$ cat config.mk
export PLATFORM = sky130hd
export DESIGN_NAME = i2cm_cmd_seq
export DESIGN_NICKNAME = d
export VERILOG_FILES = /design/src/rtl/i2cm_pkg.sv /design/src/rtl/i2cm_seq_fsm.sv /design/src/rtl/i2cm_irq.sv /design/src/rtl/i2cm_cmd_seq.sv
export SDC_FILE = /design/constraint.sdc
export NUM_CORES = 1
export LEC_CHECK = 0
export BUFFER_PORTS_ARGS = -buffer_cell sky130_fd_sc_hd__buf_2
export CORE_AREA = 2 2 93 95
export CTS_BUF_LIST = sky130_fd_sc_hd__clkbuf_2 sky130_fd_sc_hd__clkbuf_4 sky130_fd_sc_hd__clkbuf_8
export CTS_CLUSTER_SIZE = 24
export DETAILED_ROUTE_END_ITERATION = 10
export DIE_AREA = 0 0 95 97
export PLACE_DENSITY = 0.88
export SETUP_SLACK_MARGIN = 0.02
export SLEW_MARGIN = 5
export SYNTH_ARGS = -nofsm -noshare
export SYNTH_HDL_FRONTEND = slang
export SYNTH_SLANG_ARGS = --single-unit
export TNS_END_PERCENT = 20
$ cat constraint.sdc
create_clock -name clk -period 2.4 [get_ports clk]
set_input_delay 0.48 -clock clk [delete_from_list [all_inputs] [get_ports clk]]
set_output_delay 0.48 -clock clk [all_outputs]
set_load 0.05 [all_outputs]
$ cat src/rtl/i2cm_pkg.sv
package i2cm_pkg;

    // Bus step encodings presented on txn_op
    typedef enum logic [1:0] {
        OP_START = 2'd0,
        OP_WRITE = 2'd1,
        OP_READ  = 2'd2,
        OP_STOP  = 2'd3
    } txn_op_e;

    // Sequencer states
    typedef enum logic [2:0] {
        F_IDLE  = 3'd0,
        F_PICK  = 3'd1,
        F_START = 3'd2,
        F_TX    = 3'd3,
        F_RX    = 3'd4,
        F_STOP  = 3'd5
    } seq_state_e;

    // State codes visible to software (bit 3 means "transfer open")
    localparam logic [3:0] SC_IDLE    = 4'h0;
    localparam logic [3:0] SC_ACTIVE  = 4'h8;
    localparam logic [3:0] SC_START   = 4'h9;
    localparam logic [3:0] SC_RESTART = 4'hA;
    localparam logic [3:0] SC_STOP    = 4'hB;
    localparam logic [3:0] SC_TXD     = 4'hC;
    localparam logic [3:0] SC_RXD     = 4'hE;

    // Command bit positions
    localparam int CB_START = 0;
    localparam int CB_TX    = 1;
    localparam int CB_RX    = 3;
    localparam int CB_LAST  = 4;
    localparam int CB_STOP  = 5;
    localparam int CB_W     = 6;

    // Status bit positions
    localparam int ST_ACK    = 0;
    localparam int ST_NAK    = 1;
    localparam int ST_RXDONE = 2;
    localparam int ST_STOP   = 4;
    localparam int ST_ABN    = 5;

    // Register addresses
    localparam logic [2:0] RA_CTRL = 3'd0;
    localparam logic [2:0] RA_IEN  = 3'd1;
    localparam logic [2:0] RA_STS  = 3'd2;
    localparam logic [2:0] RA_CMD  = 3'd3;
    localparam logic [2:0] RA_BUF  = 3'd4;

endpackage

$ cat src/rtl/i2cm_seq_fsm.sv
module i2cm_seq_fsm
    import i2cm_pkg::*;
#(
    parameter int STS_W = 15
) (
    input  logic              clk,
    input  logic              rst_n,
    input  logic              go,
    input  logic              c_start,
    input  logic              c_tx,
    input  logic              c_rx,
    input  logic              c_last,
    input  logic              c_stop,
    input  logic              rx_done_flag,
    input  logic              txn_done,
    input  logic              txn_ack,
    output logic              txn_req,
    output txn_op_e           txn_op,
    output logic [CB_W-1:0]   cmd_clr,
    output logic [STS_W-1:0]  sts_set,
    output logic              rx_load,
    output logic              seq_end,
    output logic              seq_idle,
    output logic [3:0]        state_code
);

    seq_state_e cur_q, nxt;
    logic [3:0] code_q, code_nxt;
    logic       rx_pend;

    assign rx_pend = c_rx | c_last;

    // State register process
    always_ff @(posedge clk or negedge rst_n) begin
        if (!rst_n) begin
            cur_q  <= F_IDLE;
            code_q <= SC_IDLE;
        end else begin
            cur_q  <= nxt;
            code_q <= code_nxt;
        end
    end

    // Transition and output process
    always_comb begin
        nxt      = cur_q;
        code_nxt = code_q;
        cmd_clr  = '0;
        sts_set  = '0;
        rx_load  = 1'b0;
        seq_end  = 1'b0;
        txn_req  = 1'b0;
        txn_op   = OP_START;
        unique case (cur_q)
            F_IDLE: begin
                if (go || (rx_pend && !rx_done_flag)) begin
                    nxt = F_PICK;
                end
            end
            F_PICK: begin
                if (c_start) begin
                    nxt      = F_START;
                    code_nxt = code_q[3] ? SC_RESTART : SC_START;
                end else if (c_tx) begin
                    nxt      = F_TX;
                    code_nxt = SC_TXD;
                end else if (rx_pend && !rx_done_flag) begin
                    nxt      = F_RX;
                    code_nxt = SC_RXD;
                end else if (c_stop) begin
                    if (code_q[3]) begin
                        nxt      = F_STOP;
                        code_nxt = SC_STOP;
                    end else begin
                        sts_set[ST_ABN]  = 1'b1;
                        cmd_clr[CB_STOP] = 1'b1;
                        code_nxt         = SC_IDLE;
                        nxt              = F_IDLE;
                        seq_end          = 1'b1;
                    end
                end else begin
                    nxt     = F_IDLE;
                    seq_end = 1'b1;
                end
            end
            F_START: begin
                txn_req = 1'b1;
                txn_op  = OP_START;
                if (txn_done) begin
                    if (txn_ack) begin
                        sts_set[ST_ACK]   = 1'b1;
                        cmd_clr[CB_START] = 1'b1;
                        cmd_clr[CB_TX]    = 1'b1;
                        code_nxt          = SC_ACTIVE;
                        nxt               = F_PICK;
                    end else begin
                        sts_set[ST_NAK] = 1'b1;
                        cmd_clr         = '1;
                        code_nxt        = SC_IDLE;
                        nxt             = F_IDLE;
                        seq_end         = 1'b1;
                    end
                end
            end
            F_TX: begin
                txn_req = 1'b1;
                txn_op  = OP_WRITE;
                if (txn_done) begin
                    if (txn_ack) sts_set[ST_ACK] = 1'b1;
                    else         sts_set[ST_NAK] = 1'b1;
                    cmd_clr[CB_TX] = 1'b1;
                    code_nxt       = SC_ACTIVE;
                    nxt            = F_PICK;
                end
            end
            F_RX: begin
                txn_req = 1'b1;
                txn_op  = OP_READ;
                if (txn_done) begin
                    rx_load             = 1'b1;
                    sts_set[ST_RXDONE]  = 1'b1;
                    cmd_clr[CB_RX]      = 1'b1;
                    cmd_clr[CB_LAST]    = 1'b1;
                    code_nxt            = SC_ACTIVE;
                    nxt                 = F_PICK;
                end
            end
            F_STOP: begin
                txn_req = 1'b1;
                txn_op  = OP_STOP;
                if (txn_done) begin
                    sts_set[ST_STOP] = 1'b1;
                    cmd_clr[CB_STOP] = 1'b1;
                    code_nxt         = SC_IDLE;
                    nxt              = F_PICK;
                end
            end
            default: begin
                nxt      = F_IDLE;
                code_nxt = SC_IDLE;
            end
        endcase
    end

    assign seq_idle   = (cur_q == F_IDLE);
    assign state_code = code_q;

    // request held with a stable op until done
    p_req_hold_r11: assert property (@(posedge clk) disable iff (!rst_n)
        (txn_req && !txn_done) |=> (txn_req && $stable(txn_op)));

    // a read step never starts while receive-done is set
    p_rx_gate_r6: assert property (@(posedge clk) disable iff (!rst_n)
        ($rose(txn_req) && txn_op == OP_READ) |-> !rx_done_flag);

    // a write step never starts with START still pending
    p_order_r2: assert property (@(posedge clk) disable iff (!rst_n)
        ($rose(txn_req) && txn_op == OP_WRITE) |-> !c_start);

    // a finished STOP leaves the state code idle
    p_stop_idle_r7: assert property (@(posedge clk) disable iff (!rst_n)
        (txn_req && txn_op == OP_STOP && txn_done) |=> (state_code == SC_IDLE));

endmodule

$ cat src/rtl/i2cm_irq.sv
module i2cm_irq #(
    parameter int STS_W = 15
) (
    input  logic             clk,
    input  logic             rst_n,
    input  logic             ien_we,
    input  logic             sts_we,
    input  logic [STS_W-1:0] wdata,
    input  logic [STS_W-1:0] sts_set,
    input  logic             seq_end,
    output logic [STS_W-1:0] ien,
    output logic [STS_W-1:0] status,
    output logic             irq
);

    logic [STS_W-1:0] ien_q, sts_q, sts_nxt, clr;
    logic             irq_q, irq_nxt;

    always_comb begin
        clr     = sts_we ? wdata : '0;
        sts_nxt = (sts_q | sts_set) & ~clr;
        if (seq_end) begin
            sts_nxt = sts_nxt & ien_q;
        end
        if (seq_end) begin
            irq_nxt = |sts_nxt;
        end else if (sts_nxt == '0) begin
            irq_nxt = 1'b0;
        end else begin
            irq_nxt = irq_q;
        end
    end

    always_ff @(posedge clk or negedge rst_n) begin
        if (!rst_n) begin
            ien_q <= '0;
            sts_q <= '0;
            irq_q <= 1'b0;
        end else begin
            if (ien_we) ien_q <= wdata;
            sts_q <= sts_nxt;
            irq_q <= irq_nxt;
        end
    end

    assign ien    = ien_q;
    assign status = sts_q;
    assign irq    = irq_q;

    // interrupt is never high with an empty status
    p_irq_needs_status_r9: assert property (@(posedge clk) disable iff (!rst_n)
        irq |-> (status != '0));

    // after a sequence ends only enabled bits survive
    p_mask_at_end_r8: assert property (@(posedge clk) disable iff (!rst_n)
        (seq_end && !ien_we) |=> ((status & ~ien) == '0));

endmodule

$ cat src/rtl/i2cm_cmd_seq.sv
module i2cm_cmd_seq
    import i2cm_pkg::*;
#(
    parameter int AW     = 3,
    parameter int WD_W   = 16,
    parameter int RD_W   = 32,
    parameter int STS_W  = 15,
    parameter int BYTE_W = 8
) (
    input  logic              clk,
    input  logic              rst_n,
    input  logic              reg_we,
    input  logic [AW-1:0]     reg_addr,
    input  logic [WD_W-1:0]   reg_wdata,
    input  logic [AW-1:0]     rd_addr,
    output logic [RD_W-1:0]   rd_data,
    input  logic              bus_busy,
    output logic              txn_req,
    output logic [1:0]        txn_op,
    output logic [BYTE_W-1:0] txn_byte,
    output logic              txn_last,
    input  logic              txn_done,
    input  logic              txn_ack,
    input  logic [BYTE_W-1:0] txn_rdata,
    output logic              irq
);

    localparam int BUF_W  = 2 * BYTE_W;
    localparam int CMD_W  = WD_W;
    localparam int HI_PAD = RD_W - 23;

    logic [WD_W-1:0]  ctrl_q;
    logic [CMD_W-1:0] cmd_q;
    logic [BUF_W-1:0] buf_q;
    logic             wr_ctrl, wr_ien, wr_sts, wr_cmd, wr_buf, cmd_accept;
    logic [CB_W-1:0]  cmd_clr;
    logic [STS_W-1:0] sts_set, ien, status;
    logic             rx_load, seq_end, seq_idle;
    logic [3:0]       state_code;
    txn_op_e          op_e;

    assign wr_ctrl    = reg_we && (reg_addr == RA_CTRL);
    assign wr_ien     = reg_we && (reg_addr == RA_IEN);
    assign wr_sts     = reg_we && (reg_addr == RA_STS);
    assign wr_cmd     = reg_we && (reg_addr == RA_CMD);
    assign wr_buf     = reg_we && (reg_addr == RA_BUF);
    assign cmd_accept = wr_cmd && ctrl_q[0] && seq_idle;

    always_ff @(posedge clk or negedge rst_n) begin
        if (!rst_n) begin
            ctrl_q <= '0;
            cmd_q  <= '0;
            buf_q  <= '0;
        end else begin
            if (wr_ctrl) ctrl_q <= reg_wdata;
            if (cmd_accept) begin
                cmd_q <= reg_wdata;
            end else begin
                cmd_q <= cmd_q & ~{{(CMD_W-CB_W){1'b0}}, cmd_clr};
            end
            if (wr_buf) begin
                buf_q[BYTE_W-1:0] <= reg_wdata[BYTE_W-1:0];
            end else if (rx_load) begin
                buf_q[BUF_W-1:BYTE_W] <= txn_rdata;
            end
        end
    end

    i2cm_seq_fsm #(.STS_W(STS_W)) u_fsm (
        .clk          (clk),
        .rst_n        (rst_n),
        .go           (cmd_accept),
        .c_start      (cmd_q[CB_START]),
        .c_tx         (cmd_q[CB_TX]),
        .c_rx         (cmd_q[CB_RX]),
        .c_last       (cmd_q[CB_LAST]),
        .c_stop       (cmd_q[CB_STOP]),
        .rx_done_flag (status[ST_RXDONE]),
        .txn_done     (txn_done),
        .txn_ack      (txn_ack),
        .txn_req      (txn_req),
        .txn_op       (op_e),
        .cmd_clr      (cmd_clr),
        .sts_set      (sts_set),
        .rx_load      (rx_load),
        .seq_end      (seq_end),
        .seq_idle     (seq_idle),
        .state_code   (state_code)
    );

    i2cm_irq #(.STS_W(STS_W)) u_irq (
        .clk     (clk),
        .rst_n   (rst_n),
        .ien_we  (wr_ien),
        .sts_we  (wr_sts),
        .wdata   (reg_wdata[STS_W-1:0]),
        .sts_set (sts_set),
        .seq_end (seq_end),
        .ien     (ien),
        .status  (status),
        .irq     (irq)
    );

    assign txn_op   = op_e;
    assign txn_byte = buf_q[BYTE_W-1:0];
    assign txn_last = cmd_q[CB_LAST];

    always_comb begin
        unique case (rd_addr)
            RA_CTRL: rd_data = {{(RD_W-WD_W){1'b0}}, ctrl_q};
            RA_IEN:  rd_data = {{(RD_W-STS_W){1'b0}}, ien};
            RA_STS:  rd_data = {{(RD_W-STS_W){1'b0}}, status};
            RA_CMD:  rd_data = {{HI_PAD{1'b0}}, state_code, 2'b00, bus_busy, cmd_q};
            RA_BUF:  rd_data = {{(RD_W-BUF_W){1'b0}}, buf_q};
            default: rd_data = '0;
        endcase
    end

    // a refused command write leaves the upper command bits untouched
    p_cmd_refused_r1: assert property (@(posedge clk) disable iff (!rst_n)
        (wr_cmd && !ctrl_q[0]) |=> $stable(cmd_q[CMD_W-1:CB_W]));

    // a loaded receive byte always comes with receive-done set
    p_rx_flag_r5: assert property (@(posedge clk) disable iff (!rst_n)
        (rx_load && !wr_sts) |=> status[ST_RXDONE] || !ien[ST_RXDONE]);

endmodule

## Yosys cells after proc, flatten, opt, wreduce, memory -nomap -nowiden

Index checks and enable logic that the tools add are counted.

- Register bits: 86
- Latch bits: 0
- Bits in writable memories: 0
- Bits in read-only memories: 0
- Input port bits: 36
- Output and inout port bits: 45
- Logic and storage cells: 116
- Memories kept: 0

- Add/sub/neg operators: 0
- $mul: 0
- Divide/modulo/power cells: 0
- $lt $le $gt $ge: 0
- Equality and inequality tests: 19
- Shifts and indexed selects: 0
- Multiplexer cells: 56
- Bitwise gates (word level): 9
- Reduce and logical (&&, ||, !) cells: 23

Operators by type and width:

| kind | count |
|---|---|
| $pmux W23 S5 | 1 |
| $mux W4 | 10 |
| $and A15 B15 Y15 | 2 |
| $mux W15 | 2 |
| $mux W3 | 8 |
| $mux W1 | 22 |
| $pmux W4 S5 | 1 |
| $eq A3 B2 Y1 const B | 6 |
| $and A16 B16 Y16 | 1 |
| $mux W16 | 1 |
| $not A6 Y16 | 1 |
| $logic_not A15 Y1 | 1 |
| $not A15 Y15 | 1 |
| $or A15 B6 Y15 | 1 |
| $reduce_or A15 Y1 | 1 |
| $eq A3 B3 Y1 const B | 4 |
| $pmux W3 S4 | 1 |
| $eq A3 B1 Y1 const B | 3 |
| $logic_not A3 Y1 | 3 |
| $logic_and A1 B1 Y1 | 8 |
| $mux W2 | 4 |
| $mux W6 | 1 |
| $ne A2 B1 Y1 const B | 3 |
| $pmux W2 S3 | 1 |
| other kinds (16) | 20 |

## Depth between registers and ports, before layout

- Depth after elaboration: 13
- Gate-level depth with buffers: 9
- Mapped depth without buffers: 8

## Modules after synthesis

A second synthesis with hierarchy kept.

- Cells, all modules: 422
- Area, all modules: 4636.9 um2

Modules (own cells, without submodules):

| module | times used | cells an instance | area each (um2) |
|---|---|---|---|
| i2cm_cmd_seq | 1 | 220 | 2678.8 |
| i2cm_irq | 1 | 118 | 1315.0 |
| i2cm_seq_fsm | 1 | 84 | 643.1 |

## Worst setup path before layout

No wires, ideal clock.

- Kind: input port to output port
- Start: input port rd_addr[1]
- End: output port rd_data[15]
- Arrival: 2.430 ns
- Required time: 1.920 ns
- Path slack: -0.510 ns
- Stages on the path: 4
- Path through: clkbuf_1 -> clkbuf_1 -> a31oi_1 -> o21ai_0

- Word-level cells in the longest chain between the ends: 2
- Elaborated cells between the ends (all ways): 6
- Classes of those cells: eq/ne (4); mux (1); reduce/logical (1)

Ends and longest elaborated chain:

| what | RTL line | source |
|---|---|---|
| start, declared | i2cm_cmd_seq.sv:15 | `input logic [AW-1:0] rd_addr,` |
| $eq A3 B3 Y1 (tied with other cells) | i2cm_cmd_seq.sv:109 | `unique case (rd_addr)` |
| $pmux W23 S5 (*) | i2cm_cmd_seq.sv:109 |  |
| end, declared | i2cm_cmd_seq.sv:16 | `output logic [RD_W-1:0] rd_data,` |

Mark *: on every way between the ends. The rest lies on a longest branch, timed or not.

## Worst setup path after layout

- Start: register u_fsm.cur_q[2]
- End: output port txn_op[0]

- Word-level cells in the longest chain between the ends: 2
- Elaborated cells between the ends (all ways): 4
- Classes of those cells: eq/ne (3); mux (1)

Ends and longest elaborated chain:

| what | RTL line | source |
|---|---|---|
| start, declared | i2cm_seq_fsm.sv:27 | `seq_state_e cur_q, nxt;` |
| start signal, assigned | i2cm_seq_fsm.sv:39 | `cur_q <= nxt;` |
| $eq A3 B3 Y1 or $eq A3 B2 Y1 (tied branches) | i2cm_seq_fsm.sv:54 | `unique case (cur_q)` |
| $pmux W2 S3 (*) | i2cm_seq_fsm.sv:54 |  |
| end, declared | i2cm_cmd_seq.sv:19 | `output logic [1:0] txn_op,` |

Marks and branches as above.

==> results.toml <==
[worst_setup_path]
worstSetupPathType = "reg -> out"
critPathRequiredTime_ns = 1.92
worst_setup_path_start_kind = "register"
endpoint_kind = "primary output"
cp_data_arrival_time_ns = 1.81
path_max_fanout = 7

[placement]
pre_cts_ws_ns = 0.161
gp_congestion = 0.949
dp_cells = 590
dp_hpwl_mm = 8.17
place.port_buffers = 69

[routing]
vias = 3674
first_iter_violations = 205
vias_per_cell = 6.05
wirelength_mm = 11.6
post-route-drc-count = 0
antenna_left = 0
avgRoutedWirePerCell_um = 19.1
first_pass_iters = 5

[layout]
fillers = 593
final_net_count = 537
syn_to_final_growth_pct = 17.2
fin_util = 0.664
diodes = 0
finalNonFillerCells = 607
drive_gt1_frac = 0.394

[logic_synthesis]
synth_commonest_cells = "dfrtp_1, mux2_2, nor2_1"
async_flop_share = 1.00
avgSynthCellArea_um2 = 10.8
netlist_instances = 428
synth-seq-cells = 86
synth_enable_flop_cells = 0
yosysTopAreaCell = "dfrtp_1"
yosys.cell_types.count = 56
synthFlopType = "dfrtp_1"
yosysSeqAreaShare = 0.467
yosysTopAreaCellShare = 0.467
synth_area_leaders = "dfrtp_1, mux2_2, mux2i_1"
synth_most_common_cell = "dfrtp_1"
syn_area_um2 = 4610
yosysWarnings = 0

[pwr]
power_leakage_nw = 2.56
p_seq_frac = 0.403
pwr-share-clk = 0.179
p_sw_frac = 0.422
ir_drop_v = 0.000579
p_per_area_nw_per_um2 = 988
p_int_mw = 3.08
p_switching_mw = 2.25
combPwrFrac = 0.418

[worst_hold_path]
hp-class = "in -> async"

[timing]
hold_violations = 0
relSlewSlack = 0.614
fmax_mhz = 437
max_slew.worst_pin.slew_ns = 0.578
min_period_over_period = 0.953
post-route-min-period_ns = 2.29
clock_skew_ns = 0.0124
slew_viol_final = 0
finalSetupViolations = 0
layout_setup_ws_ns = 0.113
grt_setup_unrepaired = "no"

[die]
io_pins = 81
dieArea_um2 = 9220
initial_utilization = 0.566
dieWidth_um = 95
rows = 33
core_region_area_um2 = 8130
die_y_um = 97

[grt]
grt_pass1_vias = 3792
grt_max_degree = 46
antenna_found_initial = 0
globalRouteTotalUtil = 0.264
met3_usage = 0.0460
grt-busiest-layer = "met2"
grtUsageMet1 = 0.340
use_met2 = 0.434
grt-ovfl-total = 0
grt_pass1_wl_mm = 18.8

[cts]
clk_latency_ns = 0.37
cts_made_buffers = 9
cts_sinks = 86
cts_tree = "built"
clk_pin_slew_ns = 0.09
clockRootBuffer = "clkbuf_8"
cts.htree.levels = 3
clock_path_buffers = 2

[flow_run]
drv_cap = 0

[status]
status = "completed"
## final cells by class
cell class                      count  area (µm²)  area share
Clock buffer                        9         124      0.0229
Multi-Input combinational cell    297        2330       0.432
Timing Repair Buffer               92         561       0.104
Sequential cell                    86        2150       0.399
Clock inverter                      7        57.6      0.0107
Inverter                           11        41.3     0.00764
Tap cell                          105         131      0.0243
## cell families after synthesis
group | Yosys count | synth area share
simple gates | 100 | 0.114
compound gates | 94 | 0.137
mux | 88 | 0.207
flops | 86 | 0.467
buf+inv | 55 | 0.0633
fa+ha+maj | 4 | 0.0109
other cells | 1 | 0.000814
## worst max-delay path, cell delays in order, from the launching register on
cell      delay [ns]
dfrtp_2         0.48
buf_4           0.18
nor2b_2         0.22
inv_1           0.08
a21boi_0        0.22
buf_4           0.24
## state kept, by name, summed over array words and instances, names as in the netlist
register	count
u_fsm.cur_q	3
buf_q	16
ctrl_q	16
u_irq.irq	1
u_fsm.state_code	4
u_irq.status	15
cmd_q	16
u_irq.ien	15
## worst paths after layout
check	startpoint	end	slack [ns]	depth (start not counted)
setup / recovery	u_fsm.cur_q[2]$_DFFE_PN0P_	txn_op[0]	0.11	5
hold / removal	rst_n	ctrl_q[9]$_DFFE_PN0P_	0.1	1
setup reg to reg	u_fsm.cur_q[2]$_DFFE_PN0P_	u_irq.irq$_DFFE_PN0P_	0.16	8
hold reg to reg	ctrl_q[14]$_DFFE_PN0P_	ctrl_q[14]$_DFFE_PN0P_	0.51	1
max in group asynchronous	rst_n	u_fsm.cur_q[2]$_DFFE_PN0P_	1.66	2
min in group clk	txn_rdata[1]	buf_q[9]$_DFFE_PN0P_	0.34	2
## cells in the final DEF, fill, tap and decap left out, drive strengths merged, types with 6 or more instances in the layout
| cell | synthesis | layout |
|---|---|---|
| mux2i | 30 | 30 |
| nand2 | 29 | 29 |
| nor3 | 7 | 7 |
| nor2 | 32 | 32 |
| dfrtp | 86 | 86 |
| o21ai | 12 | 12 |
| mux2 | 58 | 58 |
| clkbuf | 18 | 9 |
| o211a | 6 | 6 |
| o22ai | 17 | 17 |
| buf | 26 | 92 |
| conb | 1 | 11 |
| inv | 11 | 13 |
| a21oi | 22 | 22 |
## through the flow
stage               cell area (µm²)  power (mW)  hold WS, ns  TNS [ns]
finish                         5400        5.33        0.100         0
global route                   5400        5.62        0.146         0
CTS                            5380        5.29        0.113         0
detailed placement             5190        4.34        0.495         0
global placement               5190        4.24        0.483         0
floorplan                      4750        3.80        0.184     -1.13
## power groups by stage
| stage | Sequential [mW] | Combinational [mW] | Clock (mW) |
|---|---|---|---|
| floorplan | 2.09 | 1.71 | 0 |
| global placement | 2.14 | 2.09 | 0 |
| detailed placement | 2.17 | 2.16 | 0 |
| CTS | 2.15 | 2.18 | 0.965 |
| global route | 2.19 | 2.41 | 1.02 |
| finish | 2.15 | 2.23 | 0.955 |
## routing by layer
metal / vias to the layer above / routed length (µm) / share of wire
met3: 27 / 670 / 0.058
met5: - / 0 / 0
met2: 154 / 5890 / 0.51
met4: 0 / 274 / 0.024
met1: 1829 / 4770 / 0.41
li1: 1664 / - / -
## what timing repair did
| action | in CTS | in global routing |
|---|---|---|
| gates resized for setup | 2 | 1 |
| hold buffers | 0 | 0 |
| endpoints found under the setup margin | 1 | 1 |
| setup buffers | 0 | 1 |
No activity file was read; power rests on OpenSTA's default activity.
